`config.mk`:
```
export PLATFORM = sky130hd
export DESIGN_NAME = fout_divider
export DESIGN_NICKNAME = d
export VERILOG_FILES = /design/src/rtl/fout_pkg.sv /design/src/rtl/fout_src_pick.sv /design/src/rtl/fout_phase_div.sv /design/src/rtl/fout_pin_mux.sv /design/src/rtl/fout_divider.sv
export SDC_FILE = /design/constraint.sdc
export NUM_CORES = 1
export LEC_CHECK = 0
export BUFFER_PORTS_ARGS = -buffer_cell sky130_fd_sc_hd__buf_2
export CAP_MARGIN = 0
export CORE_MARGIN = 2
export CORE_UTILIZATION = 40
export CTS_BUF_LIST = sky130_fd_sc_hd__clkbuf_16
export DETAILED_ROUTE_END_ITERATION = 16
export SLEW_MARGIN = 20
export SYNTH_ARGS = -nofsm -noshare
export SYNTH_HDL_FRONTEND = slang
export SYNTH_SLANG_ARGS = --single-unit
```
`constraint.sdc`:
```
create_clock -name clk_2x -period 2.6 [get_ports clk_2x]
set_input_delay 0.39 -clock clk_2x [delete_from_list [all_inputs] [get_ports clk_2x]]
set_output_delay 0.39 -clock clk_2x [all_outputs]
set_load 0.02 [all_outputs]
```
`src/rtl/fout_pkg.sv`:
```
package fout_pkg;

    localparam int SRC_W      = 2;
    localparam int RATIO_W    = 3;
    localparam int SEL_W      = SRC_W + RATIO_W;
    localparam int MAX_RATIO  = 30;
    localparam int MAX_HALVES = 2 * MAX_RATIO;
    localparam int PHASE_W    = $clog2(MAX_HALVES);
    localparam int N_SLOW     = 3;

    typedef enum logic [SRC_W-1:0] {
        SRC_BASE = 2'b00,
        SRC_1K   = 2'b01,
        SRC_32   = 2'b10,
        SRC_1    = 2'b11
    } src_e;

    typedef enum logic [1:0] {
        DUTY_HALF,
        DUTY_THIRD,
        DUTY_FIFTH
    } duty_e;

    typedef struct packed {
        logic [PHASE_W-1:0] last;
        logic [PHASE_W-1:0] high;
    } shape_t;

    typedef struct packed {
        logic [SEL_W-1:0]   sel;
        logic [PHASE_W-1:0] phase;
        logic               lvl;
    } div_state_t;

    typedef struct packed {
        logic fix;
    } pin_state_t;

    function automatic int ratio_of(input logic [RATIO_W-1:0] code);
        unique case (code)
            3'd0: return 1;
            3'd1: return 2;
            3'd2: return 3;
            3'd3: return 6;
            3'd4: return 5;
            3'd5: return 10;
            3'd6: return 15;
            default: return 30;
        endcase
    endfunction

    function automatic duty_e duty_of(input logic [RATIO_W-1:0] code);
        unique case (code)
            3'd2, 3'd6: return DUTY_THIRD;
            3'd4:       return DUTY_FIFTH;
            default:    return DUTY_HALF;
        endcase
    endfunction

    function automatic shape_t shape_of(input logic [RATIO_W-1:0] code);
        shape_t s;
        int     r;
        int     h;
        int     hi;
        r  = ratio_of(code);
        h  = 2 * r;
        unique case (duty_of(code))
            DUTY_THIRD: hi = h / 3;
            DUTY_FIFTH: hi = h / 5;
            default:    hi = r;
        endcase
        s.last = PHASE_W'(h - 1);
        s.high = PHASE_W'(hi);
        return s;
    endfunction

endpackage

```
`src/rtl/fout_src_pick.sv`:
```
module fout_src_pick
    import fout_pkg::*;
#(
    parameter int SLOW_N = N_SLOW
) (
    input  logic [SRC_W-1:0]  src_sel,
    input  logic [SLOW_N-1:0] slow_stb,
    output logic              src_stb
);

    always_comb begin
        unique case (src_e'(src_sel))
            SRC_BASE: src_stb = 1'b1;
            SRC_1K:   src_stb = slow_stb[0];
            SRC_32:   src_stb = slow_stb[1];
            default:  src_stb = slow_stb[SLOW_N-1];
        endcase
    end

endmodule

```
`src/rtl/fout_phase_div.sv`:
```
module fout_phase_div
    import fout_pkg::*;
(
    input  logic               clk_2x,
    input  logic               rst_n,
    input  logic [SRC_W-1:0]   src_sel,
    input  logic [RATIO_W-1:0] ratio_sel,
    input  logic               src_stb,
    output logic               div_lvl
);

    localparam shape_t RST_SHAPE = shape_of(RATIO_W'(0));

    div_state_t         st_d;
    div_state_t         st_q;
    shape_t             shp;
    logic [SEL_W-1:0]   cur_sel;
    logic [PHASE_W-1:0] nxt_phase;

    always_comb begin
        st_d      = st_q;
        shp       = shape_of(ratio_sel);
        cur_sel   = {src_sel, ratio_sel};
        nxt_phase = (st_q.phase >= shp.last) ? '0 : st_q.phase + 1'b1;
        if (cur_sel != st_q.sel) begin
            // selection change wins over a coincident strobe
            st_d.sel   = cur_sel;
            st_d.phase = shp.last;
            st_d.lvl   = 1'b0;
        end else if (src_stb) begin
            st_d.phase = nxt_phase;
            st_d.lvl   = (nxt_phase < shp.high);
        end
    end

    always_ff @(posedge clk_2x or negedge rst_n) begin
        if (!rst_n) begin
            st_q.sel   <= '0;
            st_q.phase <= RST_SHAPE.last;
            st_q.lvl   <= 1'b0;
        end else begin
            st_q <= st_d;
        end
    end

    assign div_lvl = st_q.lvl;

endmodule

```
`src/rtl/fout_pin_mux.sv`:
```
module fout_pin_mux
    import fout_pkg::*;
(
    input  logic clk_2x,
    input  logic rst_n,
    input  logic ce_hi,
    input  logic ctl_pin,
    input  logic en_bit,
    input  logic div_lvl,
    output logic fout_data,
    output logic fout_oe
);

    pin_state_t ps_d;
    pin_state_t ps_q;

    always_comb begin
        ps_d     = ps_q;
        ps_d.fix = ~ps_q.fix;
    end

    always_ff @(posedge clk_2x or negedge rst_n) begin
        if (!rst_n) begin
            ps_q <= '0;
        end else begin
            ps_q <= ps_d;
        end
    end

    // priority: chip enable, then override pin, then enable bit
    always_comb begin
        fout_oe   = 1'b0;
        fout_data = 1'b0;
        if (ce_hi) begin
            if (!ctl_pin) begin
                fout_oe   = 1'b1;
                fout_data = ps_q.fix;
            end else if (en_bit) begin
                fout_oe   = 1'b1;
                fout_data = div_lvl;
            end
        end
    end

endmodule

```
`src/rtl/fout_divider.sv`:
```
module fout_divider
    import fout_pkg::*;
(
    input  logic               clk_2x,
    input  logic               rst_n,
    input  logic               tick_1k,
    input  logic               tick_32,
    input  logic               tick_1,
    input  logic [SRC_W-1:0]   src_sel,
    input  logic [RATIO_W-1:0] ratio_sel,
    input  logic               en_bit,
    input  logic               ctl_pin,
    input  logic               ce_hi,
    output logic               fout_data,
    output logic               fout_oe
);

    logic [N_SLOW-1:0] slow_stb;
    logic              src_stb;
    logic              div_lvl;

    assign slow_stb = {tick_1, tick_32, tick_1k};

    fout_src_pick #(
        .SLOW_N (N_SLOW)
    ) i_pick (
        .src_sel  (src_sel),
        .slow_stb (slow_stb),
        .src_stb  (src_stb)
    );

    fout_phase_div i_div (
        .clk_2x    (clk_2x),
        .rst_n     (rst_n),
        .src_sel   (src_sel),
        .ratio_sel (ratio_sel),
        .src_stb   (src_stb),
        .div_lvl   (div_lvl)
    );

    fout_pin_mux i_mux (
        .clk_2x    (clk_2x),
        .rst_n     (rst_n),
        .ce_hi     (ce_hi),
        .ctl_pin   (ctl_pin),
        .en_bit    (en_bit),
        .div_lvl   (div_lvl),
        .fout_data (fout_data),
        .fout_oe   (fout_oe)
    );

endmodule

```
==> metrics.cfg <==
[status]
status = complete, but fails checks
violations = setup timing

[synth]
synth_fa_ha_area_frac = 0.162
synth_xor_area_frac = 0.0520
muxShareOfSynthArea = 0.0547
synth-compound-area-share = 0.284
synth_cell_type_count = 53
synth_async_sr_flop_share = 1.00
synth-simple-area-share = 0.204
seq_area_frac_synth = 0.176
syn-num-nets = 275
syn_avg_cell_area_um2 = 7.79
synthCells = 238
ys_seq_elements = 13
ys_warn_count = 0
netlist_area_mm2 = 0.00185
synth_edf_count = 0
ys_dominant_reg_cell = dfrtp_1
synth_top_family_by_area = compound AO/OA/AOI/OAI gates

[drt]
viasPerCell = 5.46
drt_pass1_iterations = 4
wl_per_cell_um = 14.3
vias = 2021
wl_um = 5300
drc = 0
first_iter_violations = 85
final_antenna_net_count = 0

[pwr]
ir_worst_vdd_uv = 470
p_total_mw = 1.01
leakage_nw = 1.33
powerDensity_mw_per_mm2 = 364

[timing]
finalHoldViolations = 0
finalMaxSlewViolations = 0
rsz0062_at_grt = true
skew_ps = 1.46
worst_pin_slew_ps = 544
finalCriticalPeriod_ps = 3950
setup_viol = 1
whs_ps = 32.1
min_period_over_period = 1.52
fmax_mhz = 253
setup-tns-final_ps = -1350
relSlewSlack = 0.628
setup_slack_ps = -1350

[grt]
grtUsageTotal = 0.215
grt_pass1_wl_um = 8910
grt_pass1_vias = 1926
grt_max_degree = 22
grt.overflow.total = 0
grt_antenna_before_repair = 0

[floorplanning]
core-area_mm2 = 0.00441
die-area_mm2 = 0.00520
initial_core_util = 0.420
die_y_um = 72.1
die_x_um = 72.1
pin_count = 15
rows = 24

[clocking]
clock_latency_ps = 240
cts_buffers = 3
root_buffer = clkbuf_16
cts_hold_repair.buffers = 0
clk_pin_slew_ps = 50
cts_sinks = 13
cts_tree = yes
htree_levels = 1
cts_max_path_buffers = 2

[final_layout]
final_common_cell = buf_4
drive_gt1_frac = 0.418
final_cell_mix = 81 x buf_4, 21 x nor2_1, 18 x ha_1
n_antenna_cell = 0
syn_to_final_growth_pct = 50.0
finalNonFillerCells = 370
fin_nets = 356

[critical_path]
critPathKind = input port to register
arrival_ps = 4070
crit_fanout = 4
cp.required_ps = 2720
cp-start-kind = input port
end_kind = register

[run]
drv_cap = 0

[place]
dpl.hpwl_um = 4200
place.gp.congestion = 0.885
dp_cells = 359
numPortBuffers = 14

[min_path]
hp-class = input port to async pin

[critical path: stages]
cell,delay [ps]
buf_8,100
nor2_4,100
and2_4,150
ha_4,150
ha_4,130
nor2b_4,140
inv_2,50
nor2_4,100
ha_4,210
nor2b_4,130
a221oi_4,370
mux2i_2,300
a21oi_2,60
nand4_1,200
mux2i_1,260
o22ai_2,80
ha_1,290
nand4_1,100
nand3_2,70
buf_4,140
o2111a_1,230
o311a_1,110
o211ai_1,90
o211ai_1,110
[sequential cells by signal, indices dropped and copies added, names as in the netlist]
signal / cells
i_div.st_q: 11
i_div.div_lvl: 1
i_mux.ps_q: 1
[logic make-up (layout without fill, tap and decap cells)]
group,count (synthesis),count (layout)
AOI/OAI and AO/OA,71,71
xor gates and xnor gates,11,11
adders and majority gates,24,24
buffers and inverters,32,112
DFF,13,13
muxes,10,10
and+or+nand+nor,77,77
[synth_stat cells (2+ instances only)]
| cell type | n | area, um^2 |
|---|---|---|
| o21a_1 | 2 | 15.0 |
| a2111oi_0 | 2 | 17.5 |
| inv_1 | 11 | 41.3 |
| a211oi_1 | 3 | 22.5 |
| nand2_1 | 15 | 56.3 |
| dfrtp_1 | 12 | 300 |
| a21boi_0 | 2 | 15.0 |
| buf_2 | 3 | 15.0 |
| a31oi_1 | 2 | 12.5 |
| o211ai_1 | 6 | 45.0 |
| a211o_1 | 2 | 17.5 |
| inv_2 | 2 | 7.51 |
| nor2b_1 | 3 | 18.8 |
| clkbuf_1 | 15 | 56.3 |
| a21oi_1 | 12 | 60.1 |
| o22ai_1 | 2 | 12.5 |
| a22oi_1 | 3 | 22.5 |
| nand3_1 | 11 | 55.1 |
| mux2i_1 | 9 | 90.1 |
| xnor2_1 | 7 | 61.3 |
| nor3_1 | 4 | 20.0 |
| nand2b_1 | 6 | 37.5 |
| ha_1 | 24 | 300 |
| nand4_1 | 3 | 18.8 |
| xor2_1 | 4 | 35.0 |
| a21o_1 | 9 | 67.6 |
| nor2_1 | 25 | 93.8 |
| o21ai_0 | 13 | 65.1 |
| o21bai_1 | 2 | 15.0 |
[area by class of cell]
| cell class | instances | area, um^2 |
|---|---|---|
| Inverter | 13 | 48.8 |
| Sequential cell | 13 | 327 |
| Timing Repair Buffer | 95 | 694 |
| Clock buffer | 3 | 75.1 |
| Multi-Input combinational cell | 193 | 1570 |
| Tap cell | 52 | 65.1 |
| Fill cell | 389 | 1630 |
| Clock inverter | 1 | 3.75 |
[per-stage QoR]
step | util | area (um^2) | worst slack, ps
after floorplan | - | 1940 | -2060
after global placement | 0.573 | 2530 | -1790
after detailed placement | 0.573 | 2530 | -1890
after CTS | 0.606 | 2680 | -1450
after global routing | 0.630 | 2780 | -1580
final | 0.630 | 2780 | -1350
[metal layers]
metal / up-vias / track usage / wire length (um)
li1: 1018 / - / -
met1: 931 / 0.322 / 2610
met2: 60 / 0.320 / 2310
met3: 12 / 0.0347 / 273
met4: 0 / 0.0545 / 100
met5: - / 0 / 0
[path summary, 6_finish.rpt]
| check | startpoint | to | slack, ps | cells after the start |
|---|---|---|---|---|
| worst max-delay path | ratio_sel[0] | i_div.div_lvl | -1350 | 24 |
| worst min-delay path | rst_n | i_div.st_q[11] | 30 | 1 |
| worst max register to register | i_div.st_q[2] | i_div.div_lvl | -410 | 15 |
| worst min register to register | i_mux.ps_q | i_mux.ps_q | 410 | 1 |
| max in group asynchronous | rst_n | i_div.st_q[1] | 2280 | 1 |
| min in group clk_2x | src_sel[0] | i_div.st_q[10] | 310 | 1 |
[repair_timing]
action / 4_1_cts / 5_1_grt
setup buffers: 4 / 3
gates resized for setup: 11 / 14
pin swaps: 16 / 13
endpoints found under the setup margin: 1 / 3
endpoints found under the hold margin: 0 / 0
[report_power, final]
| group | internal [mW] | total (mW) | switching (mW) |
|---|---|---|---|
| registers | 0.215 | 0.222 | 0.00645 |
| logic | 0.259 | 0.499 | 0.240 |
| clock network | 0.203 | 0.290 | 0.0873 |
Power figures use the tool's default switching activity.
